===== src/rtl/flash_seq_pkg.sv =====
package flash_seq_pkg;
  typedef enum logic [1:0] {
    OP_PROG = 2'd0,
    OP_SECT = 2'd1,
    OP_CHIP = 2'd2,
    OP_RSVD = 2'd3
  } op_e;

  typedef enum logic [2:0] {
    ST_IDLE = 3'd0,
    ST_WLO  = 3'd1,
    ST_WHI  = 3'd2,
    ST_RLO  = 3'd3,
    ST_RGAP = 3'd4
  } st_e;

  localparam logic [15:0] UNLK_A_HI = 16'h5555;
  localparam logic [15:0] UNLK_A_LO = 16'h2AAA;
  localparam logic [7:0]  KEY_ONE   = 8'hAA;
  localparam logic [7:0]  KEY_TWO   = 8'h55;
  localparam logic [7:0]  CMD_PROG  = 8'hA0;
  localparam logic [7:0]  CMD_ERASE = 8'h80;
  localparam logic [7:0]  CMD_CHIP  = 8'h10;
  localparam logic [7:0]  CMD_SECT  = 8'h30;
endpackage


===== src/rtl/flash_step_gen.sv =====
module flash_step_gen
  import flash_seq_pkg::*;
#(
  parameter int ADDR_W = 17
) (
  input  op_e               op,
  input  logic [2:0]        step,
  input  logic [ADDR_W-1:0] tgt_addr,
  input  logic [7:0]        tgt_data,
  input  logic [ADDR_W-1:0] sect_addr,
  output logic [ADDR_W-1:0] addr,
  output logic [7:0]        data,
  output logic              last_cmd
);
  localparam logic [ADDR_W-1:0] A_HI = ADDR_W'(UNLK_A_HI);
  localparam logic [ADDR_W-1:0] A_LO = ADDR_W'(UNLK_A_LO);

  always_comb begin
    last_cmd = 1'b0;
    case (step)
      3'd0: begin addr = A_HI; data = KEY_ONE; end
      3'd1: begin addr = A_LO; data = KEY_TWO; end
      3'd2: begin addr = A_HI; data = (op == OP_PROG) ? CMD_PROG : CMD_ERASE; end
      3'd3: begin
        if (op == OP_PROG) begin
          addr = tgt_addr; data = tgt_data; last_cmd = 1'b1;
        end else begin
          addr = A_HI; data = KEY_ONE;
        end
      end
      3'd4: begin addr = A_LO; data = KEY_TWO; end
      default: begin
        last_cmd = 1'b1;
        if (op == OP_CHIP) begin addr = A_HI; data = CMD_CHIP; end
        else begin addr = sect_addr; data = CMD_SECT; end
      end
    endcase
  end
endmodule


===== src/rtl/flash_sect_pick.sv =====
module flash_sect_pick #(
  parameter int N_SECT = 8,
  localparam int IDX_W = $clog2(N_SECT)
) (
  input  logic [N_SECT-1:0] mask,
  output logic [N_SECT-1:0] pick_oh,
  output logic [IDX_W-1:0]  pick_idx
);
  always_comb begin
    pick_oh  = '0;
    pick_idx = '0;
    for (int i = N_SECT - 1; i >= 0; i--) begin
      if (mask[i]) begin
        pick_oh        = '0;
        pick_oh[i]     = 1'b1;
        pick_idx       = IDX_W'(i);
      end
    end
  end
endmodule


===== src/rtl/flash_phase_timer.sv =====
module flash_phase_timer #(
  parameter int CNT_W = 4
) (
  input  logic             clk,
  input  logic             rst_n,
  input  logic             load,
  input  logic [CNT_W-1:0] load_val,
  output logic             zero
);
  logic [CNT_W-1:0] cnt_q, cnt_d;
  logic             cnt_en;

  always_comb begin
    cnt_en = load || (cnt_q != '0);
    cnt_d  = load ? load_val : cnt_q - 1'b1;
  end

  always_ff @(posedge clk or negedge rst_n) begin
    if (!rst_n)      cnt_q <= '0;
    else if (cnt_en) cnt_q <= cnt_d;
  end

  assign zero = (cnt_q == '0);
endmodule


===== src/rtl/flash_poll_watch.sv =====
module flash_poll_watch #(
  parameter int LIM_W = 32
) (
  input  logic             clk,
  input  logic             rst_n,
  input  logic             clr,
  input  logic             run,
  input  logic [LIM_W-1:0] limit,
  output logic             reached
);
  logic [LIM_W-1:0] elapsed_q, elapsed_d;
  logic             el_en;

  always_comb begin
    el_en     = clr || (run && (elapsed_q != '1));
    elapsed_d = clr ? '0 : elapsed_q + 1'b1;
  end

  always_ff @(posedge clk or negedge rst_n) begin
    if (!rst_n)     elapsed_q <= '0;
    else if (el_en) elapsed_q <= elapsed_d;
  end

  assign reached = (elapsed_q >= limit);

  AST_ELAPSED_MONO: assert property (@(posedge clk) disable iff (!rst_n)
    (run && !clr) |=> (elapsed_q >= $past(elapsed_q)));
endmodule


===== src/rtl/flash_cmd_seq.sv =====
module flash_cmd_seq
  import flash_seq_pkg::*;
#(
  parameter int ADDR_W  = 17,
  parameter int N_SECT  = 8,
  parameter int WE_LO   = 5,
  parameter int WE_HI   = 4,
  parameter int ACC_DLY = 4,
  parameter int RD_GAP  = 2,
  parameter int LIM_W   = 32
) (
  input  logic              clk,
  input  logic              rst_n,
  input  logic              req_valid,
  input  logic [1:0]        req_op,
  input  logic [ADDR_W-1:0] req_addr,
  input  logic [7:0]        req_data,
  input  logic [N_SECT-1:0] req_sect_mask,
  input  logic [LIM_W-1:0]  cfg_poll_limit,
  output logic              busy,
  output logic              done,
  output logic              err,
  output logic [ADDR_W-1:0] fl_addr,
  output logic [7:0]        fl_dq_o,
  output logic              fl_dq_oe,
  input  logic [7:0]        fl_dq_i,
  output logic              fl_ce_n,
  output logic              fl_we_n,
  output logic              fl_oe_n
);
  localparam int SECT_W = $clog2(N_SECT);
  localparam int SPAN_W = ADDR_W - SECT_W;
  localparam int M1     = (WE_LO > WE_HI) ? WE_LO : WE_HI;
  localparam int M2     = (ACC_DLY > RD_GAP) ? ACC_DLY : RD_GAP;
  localparam int PH_MAX = (M1 > M2) ? M1 : M2;
  localparam int PH_W   = $clog2(PH_MAX + 1);

  st_e               state_q, state_d;
  op_e               op_q, op_d;
  logic [2:0]        step_q, step_d;
  logic [ADDR_W-1:0] addr_q, addr_d, pollad_q, pollad_d;
  logic [7:0]        data_q, data_d;
  logic [N_SECT-1:0] mask_q, mask_d, mask_left;
  logic              exp7_q, exp7_d, done_q, done_d, err_q, err_d;

  logic              tmr_load, tmr_zero, pw_clr, pw_run, pw_reached;
  logic [PH_W-1:0]   tmr_val;
  logic [ADDR_W-1:0] step_addr, sect_base;
  logic [7:0]        step_data;
  logic              step_last;
  logic [N_SECT-1:0] pick_oh;
  logic [SECT_W-1:0] pick_idx;
  logic              unused_low_bits;

  assign unused_low_bits = ^fl_dq_i[6:0];
  assign sect_base       = {pick_idx, {SPAN_W{1'b0}}};
  assign mask_left       = mask_q & ~pick_oh;

  flash_step_gen #(.ADDR_W(ADDR_W)) i_step (
    .op(op_q), .step(step_q), .tgt_addr(addr_q), .tgt_data(data_q),
    .sect_addr(sect_base), .addr(step_addr), .data(step_data), .last_cmd(step_last));

  flash_sect_pick #(.N_SECT(N_SECT)) i_pick (
    .mask(mask_q), .pick_oh(pick_oh), .pick_idx(pick_idx));

  flash_phase_timer #(.CNT_W(PH_W)) i_tmr (
    .clk(clk), .rst_n(rst_n), .load(tmr_load), .load_val(tmr_val), .zero(tmr_zero));

  flash_poll_watch #(.LIM_W(LIM_W)) i_pw (
    .clk(clk), .rst_n(rst_n), .clr(pw_clr), .run(pw_run),
    .limit(cfg_poll_limit), .reached(pw_reached));

  assign pw_run = (state_q == ST_RLO) || (state_q == ST_RGAP);

  always_comb begin
    state_d = state_q; op_d = op_q; step_d = step_q; addr_d = addr_q;
    data_d = data_q; mask_d = mask_q; pollad_d = pollad_q; exp7_d = exp7_q;
    done_d = 1'b0; err_d = 1'b0; tmr_load = 1'b0; tmr_val = '0; pw_clr = 1'b0;
    case (state_q)
      ST_IDLE: if (req_valid && (req_op != OP_RSVD)) begin
        op_d     = op_e'(req_op);
        addr_d   = req_addr;
        data_d   = req_data;
        pollad_d = req_addr;
        exp7_d   = (req_op == OP_PROG) ? req_data[7] : 1'b1;
        mask_d   = req_sect_mask;
        if (req_sect_mask == '0) begin
          mask_d = '0;
          mask_d[req_addr[ADDR_W-1 -: SECT_W]] = 1'b1;
        end
        step_d = '0; state_d = ST_WLO;
        tmr_load = 1'b1; tmr_val = PH_W'(WE_LO - 1);
      end
      ST_WLO: if (tmr_zero) begin
        state_d = ST_WHI; tmr_load = 1'b1; tmr_val = PH_W'(WE_HI - 1);
      end
      ST_WHI: if (tmr_zero) begin
        if (step_last && (op_q == OP_SECT)) begin
          mask_d = mask_left; pollad_d = sect_base;
        end
        if (step_last && !((op_q == OP_SECT) && (mask_left != '0))) begin
          state_d = ST_RLO; pw_clr = 1'b1;
          tmr_load = 1'b1; tmr_val = PH_W'(ACC_DLY - 1);
        end else begin
          if (!step_last) step_d = step_q + 1'b1;
          state_d = ST_WLO; tmr_load = 1'b1; tmr_val = PH_W'(WE_LO - 1);
        end
      end
      ST_RLO: if (tmr_zero) begin
        if (fl_dq_i[7] == exp7_q) begin
          state_d = ST_IDLE; done_d = 1'b1;
        end else if (pw_reached) begin
          state_d = ST_IDLE; err_d = 1'b1;
        end else begin
          state_d = ST_RGAP; tmr_load = 1'b1; tmr_val = PH_W'(RD_GAP - 1);
        end
      end
      ST_RGAP: if (tmr_zero) begin
        state_d = ST_RLO; tmr_load = 1'b1; tmr_val = PH_W'(ACC_DLY - 1);
      end
      default: state_d = ST_IDLE;
    endcase
  end

  always_ff @(posedge clk or negedge rst_n) begin
    if (!rst_n) begin
      state_q <= ST_IDLE; op_q <= OP_PROG; step_q <= '0; addr_q <= '0;
      data_q <= '0; mask_q <= '0; pollad_q <= '0; exp7_q <= 1'b0;
      done_q <= 1'b0; err_q <= 1'b0;
    end else begin
      state_q <= state_d; op_q <= op_d; step_q <= step_d; addr_q <= addr_d;
      data_q <= data_d; mask_q <= mask_d; pollad_q <= pollad_d; exp7_q <= exp7_d;
      done_q <= done_d; err_q <= err_d;
    end
  end

  assign busy     = (state_q != ST_IDLE);
  assign done     = done_q;
  assign err      = err_q;
  assign fl_addr  = pw_run ? pollad_q : step_addr;
  assign fl_dq_o  = step_data;
  assign fl_dq_oe = (state_q == ST_WLO) || (state_q == ST_WHI);
  assign fl_we_n  = (state_q != ST_WLO);
  assign fl_oe_n  = (state_q != ST_RLO);
  assign fl_ce_n  = !((state_q == ST_WLO) || (state_q == ST_WHI) || (state_q == ST_RLO));

  // run-length counters used only by the checks below
  logic [7:0] lo_run, hi_run;
  always_ff @(posedge clk or negedge rst_n) begin
    if (!rst_n) begin
      lo_run <= '0; hi_run <= '1;
    end else begin
      lo_run <= fl_we_n ? 8'd0 : ((lo_run == 8'hFF) ? lo_run : lo_run + 8'd1);
      hi_run <= !fl_we_n ? 8'd0 : ((hi_run == 8'hFF) ? hi_run : hi_run + 8'd1);
    end
  end

  AST_WE_LOW_MIN: assert property (@(posedge clk) disable iff (!rst_n)
    $rose(fl_we_n) |-> (int'(lo_run) >= WE_LO));
  AST_WE_HIGH_MIN: assert property (@(posedge clk) disable iff (!rst_n)
    $fell(fl_we_n) |-> (int'(hi_run) >= WE_HI));
  AST_WR_STABLE: assert property (@(posedge clk) disable iff (!rst_n)
    !$past(fl_we_n) |-> ($stable(fl_addr) && $stable(fl_dq_o)));
  AST_READ_NO_DRIVE: assert property (@(posedge clk) disable iff (!rst_n)
    !fl_oe_n |-> (!fl_dq_oe && fl_we_n && !fl_ce_n));
  AST_END_AFTER_READ: assert property (@(posedge clk) disable iff (!rst_n)
    (done || err) |-> $past(!fl_oe_n));
endmodule


===== config.mk =====
export PLATFORM = sky130hd
export DESIGN_NAME = flash_cmd_seq
export DESIGN_NICKNAME = d
export VERILOG_FILES = /design/src/rtl/flash_seq_pkg.sv /design/src/rtl/flash_step_gen.sv /design/src/rtl/flash_sect_pick.sv /design/src/rtl/flash_phase_timer.sv /design/src/rtl/flash_poll_watch.sv /design/src/rtl/flash_cmd_seq.sv
export SDC_FILE = /design/constraint.sdc
export NUM_CORES = 1
export LEC_CHECK = 0
export ABC_AREA = 1
export CAP_MARGIN = 20
export CORE_ASPECT_RATIO = 0.5
export CORE_UTILIZATION = 38
export DETAILED_ROUTE_END_ITERATION = 10
export DONT_BUFFER_PORTS = 1
export SLEW_MARGIN = 20
export SYNTH_ARGS = -nofsm -noshare
export SYNTH_HDL_FRONTEND = slang
export SYNTH_SLANG_ARGS = --single-unit

===== constraint.sdc =====
create_clock -name clk -period 2.4 [get_ports clk]
set_clock_uncertainty 0.2 [all_clocks]
set_input_delay 0.12 -clock clk [delete_from_list [all_inputs] [get_ports clk]]
set_output_delay 0.12 -clock clk [all_outputs]
set_load 0.05 [all_outputs]

==> flow_metrics.env <==
export IMPL_antenna_found_initial=0
export IMPL_grtUsageTotal_pct=20.20
export IMPL_hpwl_um=12730
export IMPL_dr_total_vias=6126
export IMPL_drv_slew=0
export IMPL_grt_max_degree=97
export IMPL_synth_async_sr_flop_share_pct=100.0
export IMPL_r2r_start="step_q[0]"
export IMPL_dp_worst_setup_slack_ns=0.04762
export IMPL_first_global_vias=5899
export IMPL_die_x_um=189.8
export IMPL_setup_ws_ns=-0.001418
export IMPL_violations="negative hold slack, negative setup slack"
export IMPL_status="complete, but fails checks"
export IMPL_postRouteAntennaNets=0
export IMPL_holdWs_ns=-0.7372
export IMPL_power_density_nw_per_um2=1253
export IMPL_clock_latency_ns=0.34
export IMPL_cp_max_fo=7
export IMPL_hold_viol=96
export IMPL_start_util_pct=39.89
export IMPL_place_congestion=0.8741
export IMPL_clock_sinks=96
export IMPL_rows=33
export IMPL_ctsHoldBuffers=36
export IMPL_area_delta_synth_final_pct=20.70
export IMPL_fin_nets=1105
export IMPL_post_synth_top_area_cell="dfrtp_1"
export IMPL_drt_iter0_drc=348
export IMPL_grt_pass1_wl_um=29090
export IMPL_cts_buffer_depth=2
export IMPL_synth_top_area_share_pct=35.83
export IMPL_die_height_um=95.92
export IMPL_synth_area_um2=6704
export IMPL_relSlewSlack_pct=67.08
export IMPL_setup_viol=2
export IMPL_clkTransAtPathRegs_ns=0.07
export IMPL_ios=110
export IMPL_drive_above_1_share_pct=15.22
export IMPL_yosysWarnings=0
export IMPL_wire_per_inst_um=14.36
export IMPL_yosysUniqueCellTypes=44
export IMPL_r2r_cells=10
export IMPL_peakVddDrop_v=0.0009237
export IMPL_r2r_end="i_pw.elapsed_q[27]"
export IMPL_diodes=0
export IMPL_fmax_mhz=416.4
export IMPL_min_period_over_period_pct=100.1
export IMPL_worstSetupPathType="flip-flop to output port"
export IMPL_cp_arrival_ns=2.08
export IMPL_hold_path_class="input pin to asynchronous set/reset pin"
export IMPL_syn_nets=1035
export IMPL_cts_tree="built"
export IMPL_rsz0062_at_grt="yes"
export IMPL_finalWirelength_um=17510
export IMPL_ys_ff_latch=96
export IMPL_yosys_top_cells_area="dfrtp_1 (36%), nand2_1 (13%), inv_1 (8.1%), ha_1 (7.5%), o21ai_0 (5.2%)"
export IMPL_overflow=0
export IMPL_coreArea_um2=16800
export IMPL_tns_ns=-0.001778
export IMPL_r2r_setup_slack_ns=0.16
export IMPL_worst_pin_slew_ns=0.4926
export IMPL_power_total_mw=10.14
export IMPL_cts_htree_levels=3
export IMPL_leakage_nw=3.964
export IMPL_die_area_um2=18210
export IMPL_cts_root_buf="clkbuf_16"
export IMPL_first_pass_iters=5
export IMPL_ys_seq_area_share_pct=35.83
export IMPL_period_needed_ns=2.401
export IMPL_maxCapViolations=0
export IMPL_ys_flop_type="dfrtp_1"
export IMPL_drc=0
export IMPL_cts_buffers=9
export IMPL_syn_inst=917
export IMPL_syn_area_per_cell_um2=7.311
export IMPL_via_per_inst=5.025
export IMPL_portBuffers=0
export IMPL_cp_start_kind="flip-flop"
export IMPL_end_kind="output port"
export IMPL_synth_edf_count=0
export IMPL_required_ns=2.08
through the flow:
| stage | utilization [%] | std cells | cell area, um2 | hold slack (ns) |
|---|---|---|---|---|
| 4_1_cts | 47.68 | 1219 | 8013 | -0.7522 |
| 6_report | 48.15 | 1219 | 8092 | -0.7372 |
| 5_1_grt | 48.15 | 1219 | 8092 | -0.7577 |
| 2_1_floorplan | - | 917 | 6704 | -0.3756 |
| 3_3_place_gp | 42.35 | 1157 | 7117 | -0.3729 |
| 3_5_place_dp | 42.35 | 1157 | 7117 | -0.3728 |
report_power, final:
group	leakage (nW)	switching [mW]	internal, mW
clock	0.146	0.651	0.845
combinational	2.58	4.15	2.01
sequential	1.24	0.340	2.14
total	3.96	5.14	5.00
routing by layer:
layer | vias up | track usage [%] | part of all wire, %
met1 | 2899 | 26.20 | 47
li1 | 3083 | - | -
met2 | 125 | 35.16 | 48
met5 | - | 0 | 0
met4 | 0 | 4.906 | 1.3
met3 | 19 | 3.609 | 3.8
cell type report:
type / count / area [um2]
tap: 227 / 284.0
timing repair buffer: 84 / 800.8
clock inverter: 5 / 63.81
clock buffer: 11 / 242.7
multi-input combinational: 639 / 3684
sequential: 96 / 2402
inverter: 157 / 614.3
fill: 1683 / 8713
worst max-delay path by stage:
stage / start / end / slack, ns / cells past startpoint
final: step_q[1] / fl_addr[8] / -0.001 / 11
after global routing: step_q[0] / fl_addr[8] / -0.09 / 11
after CTS: step_q[0] / fl_addr[16] / -0.04 / 10
after detailed placement: step_q[0] / mask_q[3] / 0.05 / 11
after global placement: step_q[0] / mask_q[1] / 0.17 / 11
after floorplan: state_q[2] / fl_addr[11] / -0.29 / 6
worst max-delay path, stage by stage, from the launching register on:
cell and delay (ns):
dfrtp_1 0.41, inv_2 0.10, ha_4 0.16, inv_2 0.04
nand2_2 0.07, o21ai_4 0.07, nand3b_4 0.13, inv_4 0.05
a211oi_4 0.26, buf_6 0.19, a22oi_2 0.08, buf_6 0.17
cells in the mapped netlist (14+ instances only):
master and n:
a21oi_1 26, dfrtp_1 96, ha_1 40, inv_1 145
nand2_1 225, nand3_1 54, nand3b_1 14, nand4_1 16
nor2_1 75, nor3_1 15, o21ai_0 70, o21ai_2 23
xor2_1 14
cells by family after synthesis:
kind of cell             share of synthesized area (%)
AO/OA/AOI/OAI                                    14.30
XOR/XNOR                                         2.613
adder cells (fa/ha/maj)                          7.465
buffers and inverters                            11.42
flip-flops                                       35.83
AND/OR/NAND/NOR                                  28.37
repair_timing:
action	CTS	global route
pin swaps	7	8
buffers inserted	10	0
resized for setup	37	20
setup endpoints to repair	17	30
endpoints found under the hold margin	151	96
registers in the layout (all words and copies together), names as in the netlist:
signal / count
addr_q: 17
data_q: 8
done: 1
err: 1
exp7_q: 1
i_pw.elapsed_q: 32
i_tmr.cnt_q: 3
mask_q: 8
op_q: 2
pollad_q: 17
state_q: 3
step_q: 3
placed cells by master, fill, tap and decap left out, drive strengths merged, types with 2 or more instances in the layout:
master / Yosys / routed
ha: 40 / 40
xor2: 14 / 14
o22ai: 8 / 8
a31oi: 3 / 3
a22oi: 9 / 9
o21bai: 2 / 2
o21a: 3 / 3
nor2: 80 / 80
clkinv: 0 / 3
nand4: 16 / 16
nor3: 20 / 20
dlygate4sd3: 0 / 36
nor4: 2 / 2
clkinvlp: 0 / 3
nand3b: 15 / 15
dfrtp: 96 / 96
a21oi: 28 / 28
xnor2: 6 / 6
o21ai: 100 / 100
inv: 157 / 155
nand2: 232 / 232
buf: 19 / 48
nand3: 56 / 56
clkbuf: 6 / 11
Power figures use the tool's default switching activity.
